File: src/rtl/rxd_pkg.sv
package rxd_pkg;
  localparam int ADDR_W   = 32;
  localparam int DATA_W   = 64;
  localparam int SIZE_W   = 11;
  localparam int WCNT_W   = SIZE_W - 3;
  localparam int LEN_W    = 11;
  localparam int BEAT_B   = DATA_W / 8;
  localparam int STAT_LO  = 20;
  localparam int DESC_STEP = 16;

  typedef enum logic [3:0] {
    ST_IDLE, ST_RD0, ST_WT0, ST_RD1, ST_WT1,
    ST_PICK, ST_NODESC, ST_RECV, ST_WR, ST_WB
  } st_e;

  typedef struct packed {
    logic [SIZE_W-1:0] size1;
    logic [SIZE_W-1:0] size2;
    logic              end_ring;
    logic              chained;
  } ctl_t;

  function automatic logic [WCNT_W-1:0] size_words(input logic [SIZE_W-1:0] sz);
    return sz[SIZE_W-1:3];
  endfunction

  function automatic logic [LEN_W-1:0] beat_len(input logic [2:0] b);
    return (b == 3'd0) ? LEN_W'(BEAT_B) : LEN_W'(b);
  endfunction

  function automatic logic [ADDR_W-1:0] align8(input logic [ADDR_W-1:0] a);
    return {a[ADDR_W-1:3], 3'b000};
  endfunction

  function automatic logic [ADDR_W-1:0] align16(input logic [ADDR_W-1:0] a);
    return {a[ADDR_W-1:4], 4'b0000};
  endfunction

  function automatic logic [ADDR_W-1:0] next_desc(input logic [ADDR_W-1:0] cur,
                                                  input logic [ADDR_W-1:0] base,
                                                  input ctl_t c,
                                                  input logic [ADDR_W-1:0] ptr_b);
    if (c.end_ring)     return align16(base);
    else if (c.chained) return align16(ptr_b);
    else                return align16(cur) + ADDR_W'(DESC_STEP);
  endfunction

  function automatic logic [DATA_W-1:0] status_word(input ctl_t c, input logic sof,
                                                    input logic eof,
                                                    input logic [LEN_W-1:0] len);
    return {1'b0, 4'b0000, c.size1, c.size2, c.end_ring, c.chained, sof, eof,
            2'b00, (eof ? len : {LEN_W{1'b0}}), {STAT_LO{1'b0}}};
  endfunction
endpackage

File: src/rtl/rxd_desc_view.sv
module rxd_desc_view
  import rxd_pkg::*;
(
  input  ctl_t              ctl,
  input  logic [DATA_W-1:0] ptrs,
  input  logic [ADDR_W-1:0] cur,
  input  logic [ADDR_W-1:0] base,
  input  logic              sof,
  input  logic              eof,
  input  logic [LEN_W-1:0]  len,
  output logic [WCNT_W-1:0] n1,
  output logic [WCNT_W-1:0] n2,
  output logic [ADDR_W-1:0] a1,
  output logic [ADDR_W-1:0] a2,
  output logic              buf2_ok,
  output logic [ADDR_W-1:0] nxt,
  output logic [DATA_W-1:0] wb_word
);
  logic [ADDR_W-1:0] raw_a, raw_b;

  always_comb begin
    raw_a   = ptrs[ADDR_W-1:0];
    raw_b   = ptrs[DATA_W-1:ADDR_W];
    n1      = size_words(ctl.size1);
    n2      = size_words(ctl.size2);
    a1      = align8(raw_a);
    a2      = align8(raw_b);
    buf2_ok = ctl.end_ring || !ctl.chained;
    nxt     = next_desc(cur, base, ctl, raw_b);
    wb_word = status_word(ctl, sof, eof, len);
  end
endmodule

File: src/rtl/rxd_ring_ptr.sv
module rxd_ring_ptr
  import rxd_pkg::*;
(
  input  logic              clk,
  input  logic              rst,
  input  logic [ADDR_W-1:0] base,
  input  logic              advance,
  input  logic              wrap,
  input  logic              chained,
  input  logic [ADDR_W-1:0] nxt,
  output logic [ADDR_W-1:0] cur
);
  always_ff @(posedge clk) begin
    if (rst)          cur <= align16(base);
    else if (advance) cur <= align16(nxt);
  end

  AST_RING_WRAP: assert property (@(posedge clk) disable iff (rst)
    (advance && wrap) |=> (cur == align16(base)));
  AST_RING_STEP: assert property (@(posedge clk) disable iff (rst)
    (advance && !wrap && !chained) |=> (cur == $past(cur) + ADDR_W'(DESC_STEP)));
endmodule

File: src/rtl/rxd_drop_ctr.sv
module rxd_drop_ctr #(
  parameter int CNT_W = 16
) (
  input  logic             clk,
  input  logic             rst,
  input  logic             hit,
  output logic [CNT_W-1:0] count
);
  always_ff @(posedge clk) begin
    if (rst)      count <= '0;
    else if (hit) count <= count + CNT_W'(1);
  end

  AST_DROP_STEP: assert property (@(posedge clk) disable iff (rst)
    hit |=> (count == $past(count) + CNT_W'(1)));
endmodule

File: src/rtl/rx_desc_dma.sv
module rx_desc_dma
  import rxd_pkg::*;
#(
  parameter int DROP_W = 16
) (
  input  logic              clk,
  input  logic              rst,
  input  logic [ADDR_W-1:0] base_addr,
  input  logic              poll,
  input  logic              rx_valid,
  output logic              rx_ready,
  input  logic [DATA_W-1:0] rx_data,
  input  logic              rx_sof,
  input  logic              rx_eof,
  input  logic [2:0]        rx_bytes,
  output logic              mem_req,
  output logic              mem_we,
  output logic [ADDR_W-1:0] mem_addr,
  output logic [DATA_W-1:0] mem_wdata,
  input  logic              mem_gnt,
  input  logic              mem_rvalid,
  input  logic [DATA_W-1:0] mem_rdata,
  output logic              no_desc,
  output logic [DROP_W-1:0] drop_count
);
  st_e               st;
  ctl_t              ctl_q;
  logic [DATA_W-1:0] ptr_q;
  logic [ADDR_W-1:0] cur, buf_ptr, nxt, a1, a2;
  logic [WCNT_W-1:0] left, n1, n2;
  logic              sel2, d_sof, d_eof, in_frame, beat_last, buf2_ok;
  logic [LEN_W-1:0]  flen;
  logic [DATA_W-1:0] beat_q, wb_word;

  // named events
  logic ev_accept, ev_drop, ev_take, ev_wr_done, ev_wb_done, ev_own_ok;
  logic unused_rd_bits;

  assign unused_rd_bits = ^{mem_rdata[62:59], mem_rdata[32:0]};

  assign rx_ready   = (st == ST_RECV) || (st == ST_NODESC);
  assign no_desc    = (st == ST_NODESC);
  assign ev_accept  = rx_valid && rx_ready;
  assign ev_drop    = ev_accept && ((st == ST_NODESC) || (!rx_sof && !in_frame));
  assign ev_take    = ev_accept && !ev_drop;
  assign ev_wr_done = (st == ST_WR) && mem_gnt;
  assign ev_wb_done = (st == ST_WB) && mem_gnt;
  assign ev_own_ok  = (st == ST_WT0) && mem_rvalid && mem_rdata[DATA_W-1];

  rxd_desc_view u_view (
    .ctl(ctl_q), .ptrs(ptr_q), .cur(cur), .base(base_addr),
    .sof(d_sof), .eof(d_eof), .len(flen),
    .n1(n1), .n2(n2), .a1(a1), .a2(a2), .buf2_ok(buf2_ok),
    .nxt(nxt), .wb_word(wb_word)
  );

  rxd_ring_ptr u_ring (
    .clk(clk), .rst(rst), .base(base_addr), .advance(ev_wb_done),
    .wrap(ctl_q.end_ring), .chained(ctl_q.chained), .nxt(nxt), .cur(cur)
  );

  rxd_drop_ctr #(.CNT_W(DROP_W)) u_drop (
    .clk(clk), .rst(rst), .hit(ev_drop), .count(drop_count)
  );

  always_comb begin
    mem_req   = 1'b0;
    mem_we    = 1'b0;
    mem_addr  = cur;
    mem_wdata = '0;
    unique case (st)
      ST_RD0: mem_req = 1'b1;
      ST_RD1: begin mem_req = 1'b1; mem_addr = cur + ADDR_W'(BEAT_B); end
      ST_WR:  begin mem_req = 1'b1; mem_we = 1'b1; mem_addr = buf_ptr; mem_wdata = beat_q; end
      ST_WB:  begin mem_req = 1'b1; mem_we = 1'b1; mem_wdata = wb_word; end
      default: ;
    endcase
  end

  always_ff @(posedge clk) begin
    if (rst) begin
      st        <= ST_IDLE;
      ctl_q     <= '0;
      ptr_q     <= '0;
      buf_ptr   <= '0;
      left      <= '0;
      sel2      <= 1'b0;
      d_sof     <= 1'b0;
      d_eof     <= 1'b0;
      in_frame  <= 1'b0;
      flen      <= '0;
      beat_q    <= '0;
      beat_last <= 1'b0;
    end else begin
      unique case (st)
        ST_IDLE: st <= ST_RD0;
        ST_RD0:  if (mem_gnt) st <= ST_WT0;
        ST_WT0: if (mem_rvalid) begin
          ctl_q <= mem_rdata[58:35];
          st    <= ev_own_ok ? ST_RD1 : ST_NODESC;
        end
        ST_RD1:  if (mem_gnt) st <= ST_WT1;
        ST_WT1: if (mem_rvalid) begin
          ptr_q <= mem_rdata;
          st    <= ST_PICK;
        end
        ST_PICK: begin
          if (n1 != '0) begin
            buf_ptr <= a1; left <= n1; sel2 <= 1'b0; st <= ST_RECV;
          end else if (buf2_ok && n2 != '0) begin
            buf_ptr <= a2; left <= n2; sel2 <= 1'b1; st <= ST_RECV;
          end else begin
            st <= ST_WB;
          end
        end
        ST_NODESC: begin
          if (ev_drop) in_frame <= 1'b0;
          if (poll) st <= ST_RD0;
        end
        ST_RECV: if (ev_take) begin
          beat_q    <= rx_data;
          beat_last <= rx_eof;
          if (rx_sof) d_sof <= 1'b1;
          flen      <= (rx_sof ? '0 : flen) + (rx_eof ? beat_len(rx_bytes) : LEN_W'(BEAT_B));
          in_frame  <= !rx_eof;
          st        <= ST_WR;
        end
        ST_WR: if (ev_wr_done) begin
          buf_ptr <= buf_ptr + ADDR_W'(BEAT_B);
          left    <= left - WCNT_W'(1);
          if (beat_last) begin
            d_eof <= 1'b1;
            st    <= ST_WB;
          end else if (left == WCNT_W'(1)) begin
            if (!sel2 && buf2_ok && n2 != '0) begin
              buf_ptr <= a2; left <= n2; sel2 <= 1'b1; st <= ST_RECV;
            end else begin
              st <= ST_WB;
            end
          end else begin
            st <= ST_RECV;
          end
        end
        ST_WB: if (ev_wb_done) begin
          d_sof <= 1'b0;
          d_eof <= 1'b0;
          st    <= ST_RD0;
        end
        default: st <= ST_IDLE;
      endcase
    end
  end

  AST_NODESC_QUIET: assert property (@(posedge clk) disable iff (rst)
    no_desc |-> !mem_req);
  AST_MEM_ALIGN: assert property (@(posedge clk) disable iff (rst)
    mem_req |-> (mem_addr[2:0] == 3'b000));
  AST_WR_ROOM: assert property (@(posedge clk) disable iff (rst)
    (st == ST_WR) |-> (left != '0));
  AST_EOF_CLOSES: assert property (@(posedge clk) disable iff (rst)
    (ev_wb_done && d_eof) |-> !in_frame);
  AST_NO_TAKE_IN_WRITE: assert property (@(posedge clk) disable iff (rst)
    (mem_req && mem_we) |-> !rx_ready);
  AST_DESC_FOLLOWS_WB: assert property (@(posedge clk) disable iff (rst)
    ev_wb_done |=> (mem_req && !mem_we && mem_addr == cur));
endmodule

File: config.mk
export PLATFORM = sky130hd
export DESIGN_NAME = rx_desc_dma
export DESIGN_NICKNAME = d
export VERILOG_FILES = /design/src/rtl/rxd_pkg.sv /design/src/rtl/rxd_desc_view.sv /design/src/rtl/rxd_ring_ptr.sv /design/src/rtl/rxd_drop_ctr.sv /design/src/rtl/rx_desc_dma.sv
export SDC_FILE = /design/constraint.sdc
export NUM_CORES = 1
export LEC_CHECK = 0
export BUFFER_PORTS_ARGS = -buffer_cell sky130_fd_sc_hd__buf_2
export CAP_MARGIN = 20
export CORE_MARGIN = 2
export CORE_UTILIZATION = 45
export CTS_BUF_LIST = sky130_fd_sc_hd__clkbuf_2
export CTS_CLUSTER_DIAMETER = 100
export DETAILED_ROUTE_END_ITERATION = 6
export PLACE_DENSITY = 0.69
export SYNTH_ARGS = -nofsm -noshare
export SYNTH_HDL_FRONTEND = slang
export SYNTH_HIERARCHICAL = 1
export SYNTH_SLANG_ARGS = --single-unit
File: constraint.sdc
create_clock -name clk -period 2.4 [get_ports clk]
set_input_delay 0.6 -clock clk [delete_from_list [all_inputs] [get_ports clk]]
set_output_delay 0.6 -clock clk [all_outputs]
set_load 0.005 [all_outputs]
Word level (Yosys, flattened, before mapping)
Index checks and enable logic that the tools add are counted.
- memory bits (writable): 0
- input port bits: 171
- latch bits: 0
- ROM bits: 0
- logic and storage cells: 146
- register bits: 256
- memories kept: 0
- output and inout bits: 116
- bitwise logic cells: 0
- add/subtract/negate cells: 6
- shift-type cells: 0
- multiply operators: 0
- multiplexer cells: 58
- reductions and logical operators: 40
- divide/modulo/power cells: 0
- $lt $le $gt $ge: 0
- eq/ne operators: 25
- operators by type and width (operator ; count):
    $mux 32 ; 10
    $pmux 32 s2 ; 2
    $pmux 64 s2 ; 1
    $add 32x4->32 const B ; 2
    $mux 4 ; 15
    $mux 8 ; 6
    $pmux 4 s10 ; 1
    $add 32x5->32 const B ; 1
    $mux 11 ; 2
    $ne 2x2->1 const B ; 11
    $add 16x1->16 const B ; 1
    $eq 4x3->1 const B ; 4
    $pmux 8 s2 ; 1
    $reduce_bool 8->1 ; 2
    $mux 1 ; 15
    $add 11x4->11 ; 1
    $logic_and 1x1->1 ; 11
    $reduce_bool 2->1 ; 5
    $eq 4x2->1 const B ; 2
    $eq 4x4->1 const B ; 2
    $eq 8x1->1 const B ; 1
    $pmux 1 s2 ; 4
    $reduce_and 4->1 ; 2
    $reduce_and 8->1 ; 1
    14 further kinds ; 26

Depth between registers and ports, before layout
- depth after elaboration: 9
- depth in mapped cells: 10
- gate-level depth less buffers: 8

Cells and area by module
The synthesis kept the hierarchy.
- modules (own cells, without submodules) (module ; times used ; area an instance (sq um) ; cells each):
    rx_desc_dma ; 1 ; 11798.8 ; 1605
    rxd_desc_view ; 1 ; 2132.0 ; 317
    rxd_ring_ptr ; 1 ; 1257.5 ; 65
    rxd_drop_ctr ; 1 ; 748.2 ; 78

Worst setup path before layout
Ideal clock, no wire load.
- path type: register -> output
- start: register st[3]
- end: output mem_addr[4]
- path slack: -0.105 ns
- cell stages (with the launch flop): 8
- path buffers: 4
- arrival time: 1.905 ns
- cell sequence: dfxtp_1 buf_2 nor4b_2 clkbuf_1 clkbuf_1 clkbuf_1 a22oi_1 nand2_1
- word-level cells in the longest chain between the ends: 2
- elaborated cells between the ends (all ways): 3
- ends and longest elaborated chain (item ; line ; source):
    from (decl) ; rx_desc_dma.sv:26 ; st_e st;
    from (signal assigned) ; rx_desc_dma.sv:100 ; st <= ev_own_ok ? ST_RD1 : ST_NODESC;
    $eq 4x4->1 / $eq 4x2->1 (equally long branches) ; rx_desc_dma.sv:71 ; unique case (st)
    $pmux 32 s2 (*) ; rx_desc_dma.sv:71 ;
    to (decl) ; rx_desc_dma.sv:18 ; output logic [ADDR_W-1:0] mem_addr,
Mark *: on every way between the ends. The rest lies on a longest branch, timed or not.

Final worst setup path
- start: register st[0]
- end: output mem_addr[17]
Same word-level chain as after synthesis.

==> flow_metrics.py <==
metrics = {
    "setup_path": {
        "r2r_cells": 11,
        "crit_fanout": 20,
        "required_ps": 1800,
        "r2r_end": "buf_ptr[23]$_SDFFE_PP0P_",
        "rrSetupSlack_ps": -30,
        "startpoint": "st[0]$_SDFFE_PP0P_",
        "worstPathCellList": "or4b_4 -> buf_6 -> o211ai_1 -> buf_2",
        "critPathBufInv": 2,
        "cp.arrival_ps": 2600,
        "critPathMaxStageDelay_ps": 600,
        "worstSetupEndpointType": "output pin",
        "timing.rr.start": "st[0]$_SDFFE_PP0P_",
        "critical_path_class": "reg2out",
        "cpMaxStageDelayCell": "or4b_4",
        "cp_top_family": "simple AND/OR/NAND/NOR gates",
        "crit_cells": 4,
        "start_kind": "flip-flop",
        "crit_path_end": "mem_addr[17]",
    },
    "die": {
        "rows": 68,
        "dieArea_sq_um": 36400,
        "fp.dieW_microns": 191,
        "initial_utilization_pct": 45.6,
        "die_y_microns": 191,
        "io_pins": 287,
        "core-area_sq_um": 34500,
    },
    "sta": {
        "final.setup_skew_ps": 109,
        "rsz0062_at_grt": "yes",
        "setup_ws_ps": -798,
        "slew_headroom_pct": 43.2,
        "worstMarginPinSlew_ps": 845,
        "setup_viol": 103,
        "drv_slew": 0,
        "period_minus_slack_ps": 3200,
        "finalCritPeriodShare_pct": 133,
        "whs_ps": 137,
        "hold_violations": 0,
        "max_freq_ghz": 0.313,
    },
    "grt": {
        "grt_max_degree": 100,
        "grt_pass1_vias": 16409,
        "grt_first_pass_wirelength_microns": 89800,
        "grt_util_all_layers_pct": 31.5,
        "gr-total-overflow": 0,
        "grt_antenna_before_repair": 1,
    },
    "clock_tree": {
        "clockBufferDepth": 3,
        "cts_tree": "yes",
        "clk_pin_slew_ps": 80,
        "cts-root-buf": "clkbuf_2",
        "htree_levels": 3,
        "insertion_delay_ps": 990,
        "numCtsBuffers": 71,
        "clkSinkCount": 250,
    },
    "synthesis": {
        "synthCells": 2037,
        "postSynthAreaPerCell_sq_um": 7.71,
        "yosysWarnings": 6,
        "syn_area_sq_um": 15700,
    },
    "drt": {
        "wire_per_inst_microns": 20.3,
        "drt-initial-drc-count": 1823,
        "wl_microns": 60900,
        "ant_nets": 0,
        "num_vias": 17274,
        "avgViaCountPerCell": 5.77,
        "drc": 0,
        "drtPass1Iterations": 5,
    },
    "cells_and_area": {
        "final_cell_area_sq_um": 20700,
        "fillers": 3079,
        "syn2layout_area_growth_pct": 31.8,
        "layout-drive-gt1-share_pct": 29.3,
        "fin_nets": 2672,
    },
    "outcome": {
        "violations": "negative setup slack",
        "status": "finished, violations left",
    },
    "power_and_ir_drop": {
        "powerDensity_nw_per_um2": 729,
        "leakage_nw": 8.15,
        "total_power_mw": 15.1,
        "max-vdd-ir-drop_mv": 0.419,
    },
    "placed_design": {
        "gp_congestion": 0.961,
        "place_area_sq_um": 17700,
        "hpwl_microns": 40100,
        "port_buffers": 276,
    },
    "hold_path": {
        "hold_class": "in2reg",
    },
    "run": {
        "drv_cap": 0,
    },
}
routing by layer:
layer  up-vias  share of wire (%)  track usage, %
li1       7989                  -               -
met1      8138                 39            38.7
met2       938                 47            52.0
met3       209                8.9            6.00
met4         0                5.4            17.1
met5         -                  0               0
layout make-up:
cell class | count | area (sq um) | share of cell area (%)
clock buffers | 102 | 510 | 2.46
flip-flops and latches | 250 | 5300 | 25.6
well taps | 455 | 569 | 2.75
repair buffers | 627 | 4920 | 23.8
multi-input cells | 1514 | 9210 | 44.4
clock inverters | 20 | 105 | 0.507
diodes | 1 | 2.50 | 0.0121
inverters | 26 | 97.6 | 0.471
where the power goes:
part | total, mW | internal [mW] | leakage, nW | switching [mW]
registers | 4.97 | 4.59 | 2.07 | 0.383
clock network | 3.20 | 1.24 | 0.480 | 1.96
logic | 6.93 | 3.18 | 5.60 | 3.76
total | 15.1 | 9.00 | 8.15 | 6.10
worst min path at each step:
stage / start / end / slack, ps / depth (start not counted)
5_1_grt: rst / ptr_q[20]$_SDFFE_PP0P_ / 120 / 2
4_1_cts: rst / ptr_q[63]$_SDFFE_PP0P_ / 50 / 2
6_report: rst / ptr_q[63]$_SDFFE_PP0P_ / 140 / 2
2_1_floorplan: beat_q[0]$_SDFFE_PP0P_ / beat_q[0]$_SDFFE_PP0P_ / 440 / 2
3_5_place_dp: beat_q[58]$_SDFFE_PP0P_ / beat_q[58]$_SDFFE_PP0P_ / 450 / 2
3_3_place_gp: beat_q[51]$_SDFFE_PP0P_ / beat_q[51]$_SDFFE_PP0P_ / 440 / 2
layout by cell type, fill, tap and decap left out, drive strengths merged, types with 10 or more instances in the layout:
cell / n
a31oi: 19
xor2: 20
a21oi: 205
nand2: 414
nand3: 64
a22oi: 17
o311ai: 10
and2: 18
a221o: 10
and3: 16
edfxtp: 28
nor2: 141
nor3: 37
nand4: 36
clkbuf: 109
nor2b: 15
or3: 24
mux2i: 76
buf: 466
inv: 27
dfxtp: 222
clkinv: 18
o21ai: 73
xnor2: 32
o211ai: 11
or4: 14
nand2b: 12
mux2: 33
dlygate4sd3: 153
ha: 10
a211oi: 13
a311oi: 13
conb: 37
nor4: 27
worst reg2reg max path: stages, from the launching register on:
cell and delay (ps):
dfxtp_4 370, nor4b_4 330, buf_4 170, buf_8 130, buf_6 110, buf_6 100
buf_4 110, buf_4 130, o21ai_0 130, buf_4 220, o211a_1 240, o32ai_1 240
what timing repair did:
item	in CTS	in global routing
gates resized for setup	58	96
pin swaps	4	15
hold endpoints to repair	177	0
cloned	2	8
hold buffers	153	0
setup endpoints to repair	110	121
buffers inserted	7	11
per-stage QoR:
stage | util [%] | instances | worst slack (ps) | setup TNS [ps]
after floorplan | - | 2072 | -13.3 | -13.3
after global placement | 51.4 | 2691 | 4.70 | 0
after detailed placement | 51.4 | 2691 | -6.08 | -16.6
after CTS | 58.4 | 2975 | -839 | -70150
after global routing | 60.1 | 2995 | -837 | -73150
final | 60.1 | 2995 | -798 | -63920
registers in the layout (all words and copies together), names as in the netlist:
name / count
beat_q: 64
ptr_q: 58
buf_ptr: 32
u_ring/cur: 28
ctl_q: 24
u_drop/count: 16
flen: 11
left: 8
st: 4
beat_last: 1
d_eof: 1
d_sof: 1
in_frame: 1
sel2: 1
Power figures use the tool's default switching activity.
